**config.mk**
```make
export PLATFORM = sky130hd
export DESIGN_NAME = vc_swap_unit
export DESIGN_NICKNAME = d
export VERILOG_FILES = /design/src/rtl/vc_pkg.sv /design/src/rtl/vc_lfsr.sv /design/src/rtl/vc_match.sv /design/src/rtl/vc_pick.sv /design/src/rtl/vc_swap_unit.sv
export SDC_FILE = /design/constraint.sdc
export NUM_CORES = 1
export LEC_CHECK = 0
export ABC_AREA = 0
export CAP_MARGIN = 20
export CORE_UTILIZATION = 59
export CTS_CLUSTER_SIZE = 20
export DETAILED_ROUTE_END_ITERATION = 10
export PLACE_DENSITY = 0.91
export SLEW_MARGIN = 5
export SYNTH_ARGS = -nofsm -noshare
export SYNTH_HDL_FRONTEND = slang
export SYNTH_SLANG_ARGS = --single-unit
```
**constraint.sdc**
```tcl
create_clock -name clk -period 4.45 [get_ports clk]
set_input_delay 0.89 -clock clk [delete_from_list [all_inputs] [get_ports clk]]
set_output_delay 0.89 -clock clk [all_outputs]
set_load 0.03 [all_outputs]
```
**src/rtl/vc_pkg.sv**
```systemverilog
package vc_pkg;
    localparam int LFSR_W = 8;
    localparam logic [LFSR_W-1:0] LFSR_SEED = 8'h01;

    function automatic logic [LFSR_W-1:0] lfsr_next(input logic [LFSR_W-1:0] q);
        return {q[LFSR_W-2:0], q[7] ^ q[5] ^ q[4] ^ q[3]};
    endfunction
endpackage

```
**src/rtl/vc_lfsr.sv**
```systemverilog
module vc_lfsr (
    input  logic                      clk,
    input  logic                      rst_n,
    output logic [vc_pkg::LFSR_W-1:0] value
);
    logic [vc_pkg::LFSR_W-1:0] lfsr_d, lfsr_q;

    always_comb begin
        lfsr_d = vc_pkg::lfsr_next(lfsr_q);
    end

    always_ff @(posedge clk) begin
        if (!rst_n) lfsr_q <= vc_pkg::LFSR_SEED;
        else        lfsr_q <= lfsr_d;
    end

    assign value = lfsr_q;

    assert_lfsr_live_R7: assert property (@(posedge clk) disable iff (!rst_n)
        lfsr_q != '0);
endmodule

```
**src/rtl/vc_match.sv**
```systemverilog
module vc_match #(
    parameter int ADDR_W = 8,
    parameter int VICT   = 4,
    localparam int V_W   = $clog2(VICT)
) (
    input  logic [ADDR_W-1:0]            addr,
    input  logic [VICT-1:0]              vld,
    input  logic [VICT-1:0][ADDR_W-1:0]  tags,
    output logic [VICT-1:0]              hits,
    output logic                         any,
    output logic [V_W-1:0]               sel
);
    for (genvar i = 0; i < VICT; i++) begin : g_cmp
        assign hits[i] = vld[i] && (tags[i] == addr);
    end

    always_comb begin
        sel = '0;
        for (int i = 0; i < VICT; i++) begin
            if (hits[i]) sel = V_W'(i);
        end
    end

    assign any = |hits;
endmodule

```
**src/rtl/vc_pick.sv**
```systemverilog
module vc_pick #(
    parameter int VICT  = 4,
    parameter int RND_W = 8,
    localparam int V_W  = $clog2(VICT)
) (
    input  logic [VICT-1:0]  vld,
    input  logic [RND_W-1:0] rnd,
    output logic [V_W-1:0]   slot
);
    always_comb begin
        slot = rnd[V_W-1:0];
        for (int i = VICT - 1; i >= 0; i--) begin
            if (!vld[i]) slot = V_W'(i);
        end
    end
endmodule

```
**src/rtl/vc_swap_unit.sv**
```systemverilog
module vc_swap_unit #(
    parameter int ADDR_W = 8,
    parameter int LINE_W = 32,
    parameter int SETS   = 4,
    parameter int VICT   = 4
) (
    input  logic              clk,
    input  logic              rst_n,
    input  logic              req_valid,
    input  logic [ADDR_W-1:0] req_addr,
    output logic              ready,
    output logic              rsp_hit,
    output logic              rsp_vhit,
    output logic              rsp_miss,
    output logic [LINE_W-1:0] rsp_data,
    input  logic              fill_valid,
    input  logic [ADDR_W-1:0] fill_addr,
    input  logic [LINE_W-1:0] fill_data,
    input  logic              fill_dirty,
    output logic              wb_valid,
    output logic [ADDR_W-1:0] wb_addr,
    output logic [LINE_W-1:0] wb_data
);
    localparam int IDX_W = $clog2(SETS);
    localparam int TAG_W = ADDR_W - IDX_W;
    localparam int V_W   = $clog2(VICT);

    typedef struct packed {
        logic [SETS-1:0]             m_vld;
        logic [SETS-1:0]             m_dty;
        logic [SETS-1:0][TAG_W-1:0]  m_tag;
        logic [SETS-1:0][LINE_W-1:0] m_dat;
        logic [VICT-1:0]             v_vld;
        logic [VICT-1:0]             v_dty;
        logic [VICT-1:0][ADDR_W-1:0] v_adr;
        logic [VICT-1:0][LINE_W-1:0] v_dat;
        logic                        busy;
        logic                        wbv;
        logic [ADDR_W-1:0]           wba;
        logic [LINE_W-1:0]           wbd;
    } state_t;

    state_t st_d, st_q;

    logic [vc_pkg::LFSR_W-1:0] rnd;
    logic [IDX_W-1:0]          idx, fidx;
    logic [TAG_W-1:0]          tag;
    logic [VICT-1:0]           vhits;
    logic                      vany;
    logic [V_W-1:0]            vsel, ins_slot;
    logic                      main_hit, look;

    assign idx  = req_addr[IDX_W-1:0];
    assign tag  = req_addr[ADDR_W-1:IDX_W];
    assign fidx = fill_addr[IDX_W-1:0];

    vc_lfsr u_lfsr (.clk(clk), .rst_n(rst_n), .value(rnd));

    vc_match #(.ADDR_W(ADDR_W), .VICT(VICT)) u_match (
        .addr(req_addr), .vld(st_q.v_vld), .tags(st_q.v_adr),
        .hits(vhits), .any(vany), .sel(vsel)
    );

    vc_pick #(.VICT(VICT), .RND_W(vc_pkg::LFSR_W)) u_pick (
        .vld(st_q.v_vld), .rnd(rnd), .slot(ins_slot)
    );

    always_comb begin
        look     = req_valid && !st_q.busy;
        main_hit = st_q.m_vld[idx] && (st_q.m_tag[idx] == tag);
        ready    = !st_q.busy;
        rsp_hit  = look && main_hit;
        rsp_vhit = look && !main_hit && vany;
        rsp_miss = look && !main_hit && !vany;
        rsp_data = rsp_hit ? st_q.m_dat[idx] : '0;
        wb_valid = st_q.wbv;
        wb_addr  = st_q.wba;
        wb_data  = st_q.wbd;
    end

    always_comb begin
        st_d      = st_q;
        st_d.busy = 1'b0;
        st_d.wbv  = 1'b0;
        if (rsp_vhit) begin
            st_d.m_vld[idx]  = 1'b1;
            st_d.m_tag[idx]  = tag;
            st_d.m_dty[idx]  = st_q.v_dty[vsel];
            st_d.m_dat[idx]  = st_q.v_dat[vsel];
            st_d.v_vld[vsel] = st_q.m_vld[idx];
            st_d.v_adr[vsel] = {st_q.m_tag[idx], idx};
            st_d.v_dty[vsel] = st_q.m_dty[idx];
            st_d.v_dat[vsel] = st_q.m_dat[idx];
            st_d.busy        = 1'b1;
        end else if (rsp_miss && st_q.m_vld[idx]) begin
            if (st_q.v_vld[ins_slot] && st_q.v_dty[ins_slot]) begin
                st_d.wbv = 1'b1;
                st_d.wba = st_q.v_adr[ins_slot];
                st_d.wbd = st_q.v_dat[ins_slot];
            end
            st_d.v_vld[ins_slot] = 1'b1;
            st_d.v_adr[ins_slot] = {st_q.m_tag[idx], idx};
            st_d.v_dty[ins_slot] = st_q.m_dty[idx];
            st_d.v_dat[ins_slot] = st_q.m_dat[idx];
            st_d.m_vld[idx]      = 1'b0;
            st_d.busy            = 1'b1;
        end else if (fill_valid && !req_valid && !st_q.busy) begin
            st_d.m_vld[fidx] = 1'b1;
            st_d.m_tag[fidx] = fill_addr[ADDR_W-1:IDX_W];
            st_d.m_dty[fidx] = fill_dirty;
            st_d.m_dat[fidx] = fill_data;
        end
    end

    always_ff @(posedge clk) begin
        if (!rst_n) st_q <= '0;
        else        st_q <= st_d;
    end

    assert_one_answer_R1: assert property (@(posedge clk) disable iff (!rst_n)
        (req_valid && ready) |-> $onehot({rsp_hit, rsp_vhit, rsp_miss}));
    assert_vhit_stalls_R2: assert property (@(posedge clk) disable iff (!rst_n)
        rsp_vhit |=> !ready);
    assert_stall_single_R2: assert property (@(posedge clk) disable iff (!rst_n)
        !ready |=> ready);
    assert_unique_victim_R3: assert property (@(posedge clk) disable iff (!rst_n)
        $onehot0(vhits));
    assert_swap_lands_R4: assert property (@(posedge clk) disable iff (!rst_n)
        rsp_vhit |=> (st_q.m_vld[$past(idx)] && st_q.m_tag[$past(idx)] == $past(tag)));
    assert_miss_frees_R6: assert property (@(posedge clk) disable iff (!rst_n)
        rsp_miss |=> !st_q.m_vld[$past(idx)]);
    assert_wb_in_stall_R8: assert property (@(posedge clk) disable iff (!rst_n)
        wb_valid |-> !ready);
    assert_stall_freezes_main_R9: assert property (@(posedge clk) disable iff (!rst_n)
        !ready |=> (st_q.m_vld == $past(st_q.m_vld)));
endmodule

```
==> impl_results.html <==
<table>
<tr><th>Metric</th><th>Value</th></tr>
<tr><th colspan="2">Timing</th></tr>
<tr><td>Setup skew after layout</td><td>approximately 19 ps</td></tr>
<tr><td>Final period util</td><td>a little over nine tenths</td></tr>
<tr><td>Worst Slack Setup Final</td><td>between 200 and 250 ps</td></tr>
<tr><td>Peak Freq</td><td>~240 MHz</td></tr>
<tr><td>Clock period minus final worst setup slack</td><td>approximately 4200 ps</td></tr>
<tr><td>Worst Tran Pin Value</td><td>1000 ps</td></tr>
<tr><td>Unrepaired setup endpoints after global routing</td><td>false</td></tr>
<tr><td>Final Max Tran Viols</td><td>0</td></tr>
<tr><td>Final Hold Fails</td><td>0</td></tr>
<tr><td>Total setup violations reported at the end of the flow</td><td>0</td></tr>
<tr><td>Slew HR</td><td>about a third</td></tr>
<tr><td>Setup TNS</td><td>0 ps</td></tr>
<tr><th colspan="2">Clocking</th></tr>
<tr><td>Inserted Clock Buffers</td><td>39</td></tr>
<tr><td>Source-to-sink clock delay at the later pin of the worst-skew pair</td><td>~540 ps</td></tr>
<tr><td>Cts repair resizes</td><td>0</td></tr>
<tr><td>Maximum count of clock buffers along a single path</td><td>3</td></tr>
<tr><td># hold bufs at CTS</td><td>0</td></tr>
<tr><td>Deepest level of the CTS H-tree</td><td>2</td></tr>
<tr><td>Clock tree from TritonCTS</td><td>done</td></tr>
<tr><td>Clock Root Buffer</td><td>clkbuf_16</td></tr>
<tr><td>Clock sinks</td><td>about 380</td></tr>
<tr><td>Number of buffers added for setup after CTS</td><td>0</td></tr>
<tr><td>Clock transition time at the flip-flop clock pins of the worst setup and hold paths</td><td>roughly 60 ps</td></tr>
<tr><th colspan="2">Logic synthesis</th></tr>
<tr><td>Post-synthesis area per instance</td><td>about 9.8 µm²</td></tr>
<tr><td>Number of nets in the synthesized netlist</td><td>1889</td></tr>
<tr><td>Syn. warnings</td><td>0</td></tr>
<tr><td>Fraction of post-synthesis cell area in the top cell type by area</td><td>42.0%</td></tr>
<tr><td>Gate count of the mapped netlist</td><td>~1800</td></tr>
<tr><td>Main synth FF type</td><td>dfxtp_1</td></tr>
<tr><td>Cell taking the most area after synthesis</td><td>dfxtp_1</td></tr>
<tr><td>Synth area leaders</td><td>dfxtp_1 (42%), mux2i_1 (9.1%), o2bb2ai_1 (7.6%)</td></tr>
<tr><td>Post-synthesis sequential area ratio</td><td>a little over two fifths</td></tr>
<tr><td>Distinct cells, synth</td><td>around 50</td></tr>
<tr><td>Proportion of synthesized flip-flops having asynchronous set or reset</td><td>0%</td></tr>
<tr><td>Most common cell in the netlist</td><td>dfxtp_1</td></tr>
<tr><td>Top cells by count, synth</td><td>dfxtp_1 (378), nand2_1 (222), mux2i_1 (164)</td></tr>
<tr><td>Number of flops mapped to enable cells by yosys</td><td>0</td></tr>
<tr><td>Post-synthesis sequential element count</td><td>about 380</td></tr>
<tr><td>Area of the mapped netlist</td><td>between 15000 and 20000 µm²</td></tr>
<tr><th colspan="2">Route</th></tr>
<tr><td>Number of remaining DRC errors</td><td>5</td></tr>
<tr><td>Wire length after detailed routing</td><td>roughly 58000 µm</td></tr>
<tr><td>ANT nets after route</td><td>0</td></tr>
<tr><td>DR vias</td><td>16500</td></tr>
<tr><td>Ratio of routed vias to standard cells</td><td>7.33</td></tr>
<tr><td>Initial drt markers</td><td>about 3300</td></tr>
<tr><td>1st-pass router iterations</td><td>11</td></tr>
<tr><td>Final routed wire length divided by cell count</td><td>25.8 µm</td></tr>
<tr><th colspan="2">Pwr</th></tr>
<tr><td>Power density over the cells</td><td>approximately 350 nW/µm²</td></tr>
<tr><td>Largest voltage drop on the vdd net</td><td>between 200 and 250 µV</td></tr>
<tr><td>Leakage dissipation</td><td>6.34 nW</td></tr>
<tr><th colspan="2">Placement</th></tr>
<tr><td>Global placement routability congestion</td><td>slightly above 0.9</td></tr>
<tr><td>HPWL after DPL</td><td>between 30000 and 40000 µm</td></tr>
<tr><td>PortBufs</td><td>around 130</td></tr>
<tr><td>Setup WS pre-CTS</td><td>around 260 ps</td></tr>
<tr><th colspan="2">Global route</th></tr>
<tr><td>Global-route wire length before repair</td><td>90000 µm</td></tr>
<tr><td>Number of global-route vias before repair</td><td>approximately 16000</td></tr>
<tr><td>Maximum number of pins on one net before global-route repair</td><td>94</td></tr>
<tr><td>Global route total overflow</td><td>0</td></tr>
<tr><td>Overall routing resource usage</td><td>36.6%</td></tr>
<tr><td>Initial antenna violation count</td><td>0</td></tr>
<tr><th colspan="2">Min path</th></tr>
<tr><td>Path class of the lowest-slack min-delay path</td><td>register to register</td></tr>
<tr><td>Hold wc startpoint</td><td>u_lfsr.value[2]</td></tr>
<tr><th colspan="2">Worst setup path</th></tr>
<tr><td>Arrival time reported for the critical path endpoint</td><td>between 3000 and 4000 ps</td></tr>
<tr><td>FF-to-FF Start</td><td>st_q[179]</td></tr>
<tr><td>Required @ worst endpoint</td><td>about 3600 ps</td></tr>
<tr><td>Kind of capture point of the worst setup path</td><td>output pin</td></tr>
<tr><td>Crit path kind</td><td>primary input to output pin</td></tr>
<tr><td>Max FO, Critical Path</td><td>9</td></tr>
<tr><td>Crit path launch type</td><td>primary input</td></tr>
<tr><td>CP Launch Point</td><td>req_addr[3]</td></tr>
<tr><th colspan="2">Layout</th></tr>
<tr><td>Filler cell count</td><td>2058</td></tr>
<tr><td>Area delta synth-&gt;final</td><td>14.5%</td></tr>
<tr><td>Share of cells above drive strength 1</td><td>a little over an eighth</td></tr>
<tr><td>Final net count</td><td>about 1900</td></tr>
<tr><td>N_diodes</td><td>0</td></tr>
<tr><th colspan="2">Run status</th></tr>
<tr><td>Status</td><td>finished, violations left</td></tr>
<tr><td>Violated checks</td><td>design-rule violations</td></tr>
<tr><th colspan="2">Floorplanning</th></tr>
<tr><td>Chip Width</td><td>177 µm</td></tr>
<tr><td>Area of the core region</td><td>29800 µm²</td></tr>
<tr><td>Number of rows created at floorplan</td><td>63</td></tr>
<tr><td>Die height</td><td>between 150 and 200 µm</td></tr>
<tr><td>Number of ports placed on the die boundary</td><td>130</td></tr>
<tr><td>Overall die area</td><td>31200 µm²</td></tr>
<tr><td>Effective utilization at floorplan</td><td>a little over 60%</td></tr>
<tr><th colspan="2">Flow run</th></tr>
<tr><td>Number of max-cap violations</td><td>0</td></tr>
</table>
logic make-up (layout without fill, tap and decap cells):
family	after synthesis	count (layout)	share of synthesized area (%)
buffers and inverters	236	264	6.41
AND/OR/NAND/NOR	482	482	12.7
flip-flops	378	378	42.0
AO/OA/AOI/OAI	494	494	22.7
multiplexers	205	205	14.2
XOR/XNOR	41	41	1.99
final cells by class:
class	instances	area, µm²	area share [%]
multi-input cells	1222	9440	45.8
flip-flops and latches	378	7570	36.7
repair buffers	189	1830	8.89
clock buffers	57	1130	5.51
well taps	390	488	2.37
clock inverters	12	125	0.607
inverters	6	22.5	0.109
path summary, 6_finish.rpt:
path | slack (ps) | end | cells past startpoint
max | 240 | rsp_vhit | 7
min | 430 | u_lfsr.value[3] | 1
max reg2reg | 1300 | st_q[110] | 9
min reg2reg | 430 | u_lfsr.value[3] | 1
power by group:
part	switching [mW]	internal [mW]
combinational	0.309	0.170
sequential	0.0225	3.42
clock	1.37	1.89
total	1.70	5.48
state kept, by name, summed over array words and instances, names as in the netlist:
signal and cells:
wb_data 32, u_lfsr.value 8, st_q 329, wb_valid 1, wb_addr 8
worst max-delay path: stages:
cell	delay, ps
clkdlybuf4s50_1	680
xor2_1	260
nor4_1	300
nand4_1	250
and4_1	320
nor2_1	370
buf_4	250
stage by stage:
stage / instances / utilization, % / hold slack (ps) / cell area (µm²) / power [mW]
detailed placement: 2185 / 65.0 / 425 / 19400 / 3.97
finish: 2254 / 69.2 / 432 / 20600 / 7.18
global placement: 2185 / 65.0 / 415 / 19400 / 3.96
global route: 2254 / 69.2 / 465 / 20600 / 7.34
CTS: 2254 / 69.2 / 433 / 20600 / 7.16
floorplan: 1836 / - / 412 / 18000 / 3.79
cells in the final DEF (no fill, tap or decap), types with 3 or more instances in the layout:
cell,synthesis,final
o211ai_1,9,9
a222oi_1,40,40
o211a_1,7,7
a211oi_4,0,3
nand4_1,15,15
nor3_1,10,10
buf_12,0,15
xor2_1,10,10
nor4_1,62,62
inv_1,5,5
buf_4,44,80
a22oi_1,156,156
o2bb2ai_1,156,156
mux2i_1,164,164
dfxtp_1,378,378
nand2_1,222,222
clkinv_2,0,8
o21ai_0,8,8
a311oi_1,42,42
xnor2_1,31,31
nand3_1,13,13
clkbuf_16,0,40
nor2_2,0,3
a21oi_1,36,29
or3_1,3,3
clkbuf_8,0,7
clkbuf_1,101,10
nor2_1,90,87
nand4b_1,7,7
nand2b_1,3,3
o221a_2,26,26
clkdlybuf4s50_1,0,92
a21oi_4,0,7
and2_1,41,41
mux4_2,41,41
metal layers:
metal	global-route usage (%)	vias up	part of all wire [%]
met5	0	-	0
met4	15.3	0	3.8
met3	11.0	250	15
met2	54.6	1496	44
met1	49.0	7794	38
li1	-	6981	-
No activity file was read; power rests on OpenSTA's default activity.
